## src/rtl/tdm_aux_pkg.sv

```systemverilog
package tdm_aux_pkg;
  localparam int SLOT_W       = 32;
  localparam int NUM_SLOTS    = 16;
  localparam int SKIP_SLOTS   = 4;
  localparam int NUM_LOCAL    = 8;
  localparam int NUM_AUX_OUT  = 2;

  localparam int FRAME_BITS   = NUM_SLOTS * SLOT_W;
  localparam int CNT_W        = $clog2(FRAME_BITS);
  localparam int BIT_IDX_W    = $clog2(SLOT_W);
  localparam int SLOT_IDX_W   = $clog2(NUM_SLOTS);
  localparam int CHAN_W       = $clog2(NUM_LOCAL);
  localparam int AUX_SLOTS    = 2 * NUM_AUX_OUT;
  localparam int FIRST_AUX    = SKIP_SLOTS + NUM_LOCAL;
  localparam int AUX_FRAME_W  = 2 * SLOT_W;
  localparam int AUX_DIV      = FRAME_BITS / AUX_FRAME_W;
  localparam int AUX_DIV_W    = $clog2(AUX_DIV);

  typedef logic [SLOT_W-1:0] word_t;
  typedef logic [CNT_W-1:0]  pos_t;
endpackage

```

## src/rtl/tdm_frame_counter.sv

```systemverilog
module tdm_frame_counter
  import tdm_aux_pkg::*;
(
  input  logic clk,
  input  logic rst_n,
  input  logic bit_en,
  input  logic fsync,
  output logic live,
  output pos_t pos
);
  pos_t cnt_q, cnt_d;
  logic synced_q, synced_d;

  always_comb begin
    live     = bit_en && (synced_q || fsync);
    cnt_d    = cnt_q;
    synced_d = synced_q;
    if (live) begin
      synced_d = 1'b1;
      if (fsync || cnt_q == CNT_W'(FRAME_BITS - 1)) cnt_d = '0;
      else                                          cnt_d = cnt_q + CNT_W'(1);
    end
    pos = cnt_d;
  end

  always_ff @(posedge clk or negedge rst_n) begin
    if (!rst_n) begin
      cnt_q    <= '0;
      synced_q <= 1'b0;
    end else begin
      cnt_q    <= cnt_d;
      synced_q <= synced_d;
    end
  end


  cnt_step_chk: assert property (@(posedge clk) disable iff (!rst_n)
    (synced_q && bit_en && !fsync && cnt_q != CNT_W'(FRAME_BITS - 1))
      |=> cnt_q == $past(cnt_q) + CNT_W'(1));


  fsync_zero_chk: assert property (@(posedge clk) disable iff (!rst_n)
    (bit_en && fsync) |=> (cnt_q == '0 && synced_q));
endmodule

```

## src/rtl/tdm_slot_router.sv

```systemverilog
module tdm_slot_router
  import tdm_aux_pkg::*;
(
  input  logic  clk,
  input  logic  rst_n,
  input  logic  live,
  input  pos_t  pos,
  input  logic  sdata,
  output logic  loc_valid,
  output logic [CHAN_W-1:0] loc_chan,
  output word_t loc_word,
  output logic  have_frame,
  output word_t play [AUX_SLOTS]
);
  word_t shift_q, shift_d;
  logic  slot_done;
  logic [SLOT_IDX_W-1:0] slot;
  logic  is_local, is_last;
  logic  lv_q, lv_d;
  logic [CHAN_W-1:0] ch_q, ch_d;
  word_t wd_q, wd_d;
  logic  have_q, have_d;
  word_t cap_q [AUX_SLOTS];
  word_t play_q [AUX_SLOTS];

  always_comb begin
    shift_d   = live ? {shift_q[SLOT_W-2:0], sdata} : shift_q;
    slot      = pos[CNT_W-1:BIT_IDX_W];
    slot_done = live && (pos[BIT_IDX_W-1:0] == BIT_IDX_W'(SLOT_W - 1));
    is_local  = (slot >= SLOT_IDX_W'(SKIP_SLOTS)) && (slot < SLOT_IDX_W'(FIRST_AUX));
    is_last   = (slot == SLOT_IDX_W'(NUM_SLOTS - 1));
    lv_d      = slot_done && is_local;
    ch_d      = lv_d ? CHAN_W'(slot - SLOT_IDX_W'(SKIP_SLOTS)) : ch_q;
    wd_d      = lv_d ? shift_d : wd_q;
    have_d    = have_q || (slot_done && is_last);
  end

  always_ff @(posedge clk or negedge rst_n) begin
    if (!rst_n) begin
      shift_q <= '0;
      lv_q    <= 1'b0;
      ch_q    <= '0;
      wd_q    <= '0;
      have_q  <= 1'b0;
    end else begin
      shift_q <= shift_d;
      lv_q    <= lv_d;
      ch_q    <= ch_d;
      wd_q    <= wd_d;
      have_q  <= have_d;
    end
  end

  for (genvar i = 0; i < AUX_SLOTS; i++) begin : g_aux_slot
    word_t cap_d, play_d;
    logic  hit;
    always_comb begin
      hit    = slot_done && (slot == SLOT_IDX_W'(FIRST_AUX + i));
      cap_d  = hit ? shift_d : cap_q[i];
      play_d = play_q[i];
      if (slot_done && is_last) play_d = (i == AUX_SLOTS - 1) ? shift_d : cap_q[i];
    end
    always_ff @(posedge clk or negedge rst_n) begin
      if (!rst_n) begin
        cap_q[i]  <= '0;
        play_q[i] <= '0;
      end else begin
        cap_q[i]  <= cap_d;
        play_q[i] <= play_d;
      end
    end
    assign play[i] = play_q[i];
  end

  assign loc_valid  = lv_q;
  assign loc_chan   = ch_q;
  assign loc_word   = wd_q;
  assign have_frame = have_q;


  loc_after_bit_chk: assert property (@(posedge clk) disable iff (!rst_n)
    loc_valid |-> $past(live));


  have_sticky_chk: assert property (@(posedge clk) disable iff (!rst_n)
    have_frame |=> have_frame);


  play_hold_chk: assert property (@(posedge clk) disable iff (!rst_n)
    !$past(slot_done && is_last) |-> $stable(play_q[0]));
endmodule

```

## src/rtl/aux_i2s_serializer.sv

```systemverilog
module aux_i2s_serializer
  import tdm_aux_pkg::*;
(
  input  logic  clk,
  input  logic  rst_n,
  input  logic  live,
  input  pos_t  pos,
  input  logic  have_frame,
  input  word_t left_w,
  input  word_t right_w,
  output logic  sdata
);
  logic [AUX_FRAME_W-1:0] sh_q, sh_d;
  logic load, grp_start;

  always_comb begin
    load      = live && (pos == CNT_W'(AUX_DIV));
    grp_start = live && (pos[AUX_DIV_W-1:0] == '0);
    sh_d      = sh_q;
    if (load)           sh_d = have_frame ? {left_w, right_w} : '0;
    else if (grp_start) sh_d = {sh_q[AUX_FRAME_W-2:0], 1'b0};
  end

  always_ff @(posedge clk or negedge rst_n) begin
    if (!rst_n) sh_q <= '0;
    else        sh_q <= sh_d;
  end

  assign sdata = sh_q[AUX_FRAME_W-1];


  zero_before_frame_chk: assert property (@(posedge clk) disable iff (!rst_n)
    !have_frame |-> !sdata);


  data_moves_on_group_chk: assert property (@(posedge clk) disable iff (!rst_n)
    (sdata != $past(sdata)) |-> $past(grp_start));
endmodule

```

## src/rtl/tdm_aux_extractor.sv

```systemverilog
module tdm_aux_extractor
  import tdm_aux_pkg::*;
(
  input  logic              clk,
  input  logic              rst_n,
  input  logic              tdm_bit_en,
  input  logic              tdm_fsync,
  input  logic              tdm_sdata,
  output logic              loc_valid,
  output logic [CHAN_W-1:0] loc_chan,
  output logic [SLOT_W-1:0] loc_word,
  output logic              aux_bclk,
  output logic              aux_lrclk,
  output logic [NUM_AUX_OUT-1:0] aux_sdata
);
  logic [1:0] rst_sync_q;
  logic       rst_int_n;
  logic       live;
  pos_t       pos;
  logic       have_frame;
  word_t      play [AUX_SLOTS];
  logic       bclk_q, bclk_d, lr_q, lr_d;

  always_ff @(posedge clk or negedge rst_n) begin
    if (!rst_n) rst_sync_q <= 2'b00;
    else        rst_sync_q <= {rst_sync_q[0], 1'b1};
  end
  assign rst_int_n = rst_sync_q[1];

  tdm_frame_counter u_cnt (
    .clk    (clk),
    .rst_n  (rst_int_n),
    .bit_en (tdm_bit_en),
    .fsync  (tdm_fsync),
    .live   (live),
    .pos    (pos)
  );

  tdm_slot_router u_route (
    .clk        (clk),
    .rst_n      (rst_int_n),
    .live       (live),
    .pos        (pos),
    .sdata      (tdm_sdata),
    .loc_valid  (loc_valid),
    .loc_chan   (loc_chan),
    .loc_word   (loc_word),
    .have_frame (have_frame),
    .play       (play)
  );

  for (genvar o = 0; o < NUM_AUX_OUT; o++) begin : g_aux_out
    aux_i2s_serializer u_ser (
      .clk        (clk),
      .rst_n      (rst_int_n),
      .live       (live),
      .pos        (pos),
      .have_frame (have_frame),
      .left_w     (play[2*o]),
      .right_w    (play[2*o+1]),
      .sdata      (aux_sdata[o])
    );
  end

  always_comb begin
    bclk_d = live ? pos[AUX_DIV_W-1] : bclk_q;
    lr_d   = live ? pos[CNT_W-1]     : lr_q;
  end

  always_ff @(posedge clk or negedge rst_int_n) begin
    if (!rst_int_n) begin
      bclk_q <= 1'b0;
      lr_q   <= 1'b0;
    end else begin
      bclk_q <= bclk_d;
      lr_q   <= lr_d;
    end
  end

  assign aux_bclk  = bclk_q;
  assign aux_lrclk = lr_q;


  bclk_on_bit_chk: assert property (@(posedge clk) disable iff (!rst_int_n)
    (aux_bclk != $past(aux_bclk)) |-> $past(live));


  lrclk_on_bit_chk: assert property (@(posedge clk) disable iff (!rst_int_n)
    (aux_lrclk != $past(aux_lrclk)) |-> $past(live));
endmodule

```

## config.mk

```make
export PLATFORM = sky130hd
export DESIGN_NAME = tdm_aux_extractor
export DESIGN_NICKNAME = d
export VERILOG_FILES = /design/src/rtl/tdm_aux_pkg.sv /design/src/rtl/tdm_frame_counter.sv /design/src/rtl/tdm_slot_router.sv /design/src/rtl/aux_i2s_serializer.sv /design/src/rtl/tdm_aux_extractor.sv
export SDC_FILE = /design/constraint.sdc
export NUM_CORES = 1
export LEC_CHECK = 0
export BUFFER_PORTS_ARGS = -buffer_cell sky130_fd_sc_hd__buf_2
export CAP_MARGIN = 15
export CORE_UTILIZATION = 53
export DETAILED_ROUTE_END_ITERATION = 7
export PLACE_DENSITY = 0.81
export SYNTH_ARGS = -nofsm -noshare
export SYNTH_HDL_FRONTEND = slang
export SYNTH_HIERARCHICAL = 1
export SYNTH_SLANG_ARGS = --single-unit
```

## constraint.sdc

```tcl
create_clock -name clk -period 12.2 [get_ports clk]
set_input_delay 2.44 -clock clk [delete_from_list [all_inputs] [get_ports clk]]
set_output_delay 2.44 -clock clk [all_outputs]
set_load 0.05 [all_outputs]
```

==> flow_metrics.py <==
metrics = {
    "power": {
        "intPower_mw": 2.690,
        "p_leak_nw": 8.948,
        "vdd_drop_max_uv": 117.0,
        "clockPowerShare": 0.364,
        "pwr-share-seq": 0.484,
        "switching_power_mw": 1.034,
        "swShare": 0.2776,
        "combPwrFrac": 0.152,
        "p_per_area_mw_per_mm2": 185.8,
    },
    "clock_tree": {
        "clkTransAtPathRegs_ns": 0.06,
        "tritoncts": "done",
        "cts_inserted_buffers": 43,
        "cts.sinks": 435,
        "clk_path_buf_depth": 3,
        "cts-root-buf": "clkbuf_16",
        "cts_hold_buf": 0,
        "htreeDepth": 2,
        "cts_resized": 0,
        "cts_setup_buffers": 0,
        "clock_latency_ns": 0.54,
    },
    "sta": {
        "setup_viol": 0,
        "hold_viol_final": 0,
        "min_period_ns": 6.360,
        "max_freq_ghz": 0.1572,
        "skew_ns": 0.01578,
        "setup_tns_ns": 0,
        "worst_pin_slew_ns": 1.124,
        "rsz0062_at_grt": "false",
        "slew_violations": 0,
        "period_share": 0.5214,
        "hold_ws_ns": 0.3496,
        "max_slew_margin": 0.2492,
    },
    "global_route": {
        "globalRouteOverflowTotal": 0,
        "grt_pass1_vias": 11880,
        "grt_max_degree": 184,
        "antenna_found_initial": 0,
        "grt_usage": 0.2274,
        "grt_first_pass_wirelength_mm": 64.51,
    },
    "critical_path": {
        "path_class": "in -> reg",
        "crit_chain": "buf_2, o21ai_2, o21ai_0, a21oi_4, buf_4, nand3_1, nor3_4, buf_4, buf_4, mux2_2",
        "endpoint_kind": "register",
        "critPathTopFamily": "buffers and inverters",
        "crit_fanout": 66,
        "cp_num_buf_inv": 4,
        "max_stage_delay_ns": 0.73,
        "cp.required_ns": 12.61,
        "start_kind": "input port",
        "cp.arrival_ns": 6.77,
        "critPathSlowestCell": "buf_4",
        "crit_top_cell": "buf_4",
    },
    "route": {
        "drt-initial-drc-count": 1372,
        "post_drt_wl_per_cell_um": 20.68,
        "drc": 0,
        "wl_mm": 39.33,
        "drt_pass1_iterations": 6,
        "vias": 11920,
        "detail-route-antenna-nets": 0,
        "vias_per_cell": 6.266,
    },
    "floorplanning": {
        "fp-row-count": 67,
        "die_area_mm2": 0.03488,
        "ioPinCount": 45,
        "die_x_um": 186.8,
        "die_h_um": 186.8,
        "initial_utilization": 0.5396,
        "core_mm2": 0.03353,
    },
    "synth": {
        "syn-num-nets": 1443,
        "syn_avg_cell_area_um2": 12.61,
        "yosysSeqAreaShare": 0.6016,
        "synthFlopType": "dfrtp_1",
        "ys_warn_count": 6,
        "synthSimpleGateAreaFrac": 0.09044,
        "yosysTopAreaCell": "dfrtp_1",
        "synth-compound-area-share": 0.08650,
        "yosysUniqueCellTypes": 43,
        "synth-seq-cells": 435,
        "synthTopCellsByArea": "dfrtp_1, mux2_2, a31oi_1",
        "synth_top_family_by_area": "multiplexers",
        "synth_edf_count": 0,
        "synth_xor_area_frac": 0.0004840,
        "synthesis.area_mm2": 0.01809,
        "synth.area.mux_share": 0.1817,
        "synthCells": 1435,
        "synth_top_area_frac": 0.6016,
        "synthArstFlopShare": 1.000,
        "synth_adder_area_share": 0.002074,
    },
    "place": {
        "detailed_place_hpwl_mm": 21.12,
        "place.gp.congestion": 0.8150,
        "dp.cells": 1821,
        "portBuffers": 44,
    },
    "finish": {
        "area_delta_synth_final_pct": 10.77,
        "num_antenna_cells": 0,
        "stdcell_count": 1902,
        "n_fill_cell": 2523,
        "drive_gt1_frac": 0.3081,
        "nets": 1430,
    },
    "min_path": {
        "hold_class": "reg -> reg",
    },
    "outcome": {
        "status": "complete, no violations",
    },
    "flow_run": {
        "maxCapViolations": 0,
    },
}
[per-layer routing]
layer	track usage	vias to the layer above	part of all wire
li1	-	5264	-
met1	0.3179	6175	0.44
met2	0.3673	403	0.47
met3	0.03216	76	0.057
met4	0.07755	0	0.029
met5	0	-	0
[synthesized netlist by cell type (2+ instances only)]
master,number
or4_1,5
o31ai_1,4
a21oi_1,6
a31oi_1,124
buf_6,13
nor2_1,127
nor4_4,2
clkbuf_1,58
or2_1,2
dfrtp_1,435
nor2b_1,3
nand2_1,11
o21ai_0,121
mux2_2,286
inv_1,2
nand2b_1,3
or4b_2,2
ha_1,3
o21ai_1,10
nor4b_1,2
clkbuf_2,10
buf_1,6
o211ai_2,4
buf_2,30
buf_4,10
nand3_1,10
nor4_2,2
mux2_1,6
nand4_1,124
[cell type report]
cell class,instances,area [um^2],area share
multi-input cells,871,6614,0.3300
clock buffers,69,1346,0.06717
inverters,2,7.507,0.0003745
repair buffers,69,505.5,0.02522
clock inverters,8,121.4,0.006055
well taps,448,560.5,0.02797
flip-flops and latches,435,10890,0.5433
[power groups by stage]
stage	logic (mW)	registers, mW	clock network (mW)
3_5_place_dp	0.551	1.82	0
5_1_grt	0.624	1.83	1.43
3_3_place_gp	0.526	1.81	0
4_1_cts	0.557	1.80	1.38
6_report	0.565	1.80	1.35
2_1_floorplan	0.361	1.81	0
[path summary, 6_finish.rpt]
kind                                      from          endpoint  slack, ns  depth (start not counted)
min in group asynchronous        rst_sync_q[1]  u_route/play[73]       0.47                          0
worst min-delay path             rst_sync_q[0]     rst_sync_q[1]       0.35                          0
worst max register to register  u_cnt/cnt_q[0]   u_route/play[3]       7.33                         13
max in group asynchronous        rst_sync_q[1]    u_cnt/synced_q      10.23                          1
worst max-delay path                 tdm_fsync   u_route/play[3]       5.84                         10
worst min register to register   rst_sync_q[0]     rst_sync_q[1]       0.35                          0
[state kept, by name, summed over array words and instances (netlist names)]
| signal | flops |
|---|---|
| u_route/play | 128 |
| aux_bclk | 1 |
| u_route/loc_valid | 1 |
| u_route/have_frame | 1 |
| rst_sync_q | 2 |
| u_route/loc_chan | 3 |
| g_aux_out.u_ser/sh_q | 128 |
| u_route/cap_q | 96 |
| u_cnt/cnt_q | 9 |
| u_route/loc_word | 32 |
| aux_lrclk | 1 |
| u_cnt/synced_q | 1 |
| u_route/shift_q | 32 |
[cells by family (layout without fill, tap and decap cells)]
logic type,after synthesis,after routing
other cells,1,1
flops,435,435
fa+ha+maj,3,3
xor+xnor,1,1
mux,292,292
buf+inv,129,148
simple gates,302,302
compound gates,272,272
[per-stage QoR]
step	setup slack [ns]	utilization	instance area [um^2]	power [mW]
final	5.840	0.5978	20040	3.723
after global routing	5.593	0.5978	20040	3.886
after CTS	5.930	0.5947	19940	3.735
after detailed placement	5.410	0.5509	18470	2.373
after global placement	5.517	0.5509	18470	2.336
after floorplan	5.108	-	18100	2.173
[cells in the final DEF (no fill, tap or decap), types with 2 or more instances in the layout]
cell and count:
clkbuf_8 13, ha_1 3, or2_1 2, clkinv_2 3, nor2b_4 2, o211ai_2 4, nand3_1 10, o31ai_1 4
o21ai_1 10, nand2b_2 2, clkbuf_16 45, dfrtp_1 434, nor4b_2 2, a21oi_1 5, buf_2 44, nor2_1 127
or4b_2 2, a31oi_1 124, nand4_1 124, inv_1 2, buf_16 3, nor4_4 4, o21ai_0 121, or4_1 4
buf_4 19, bufinv_16 3, clkbuf_1 11, mux2_2 286, mux2_1 6, nand2_1 11, buf_12 3
Power figures use the tool's default switching activity.
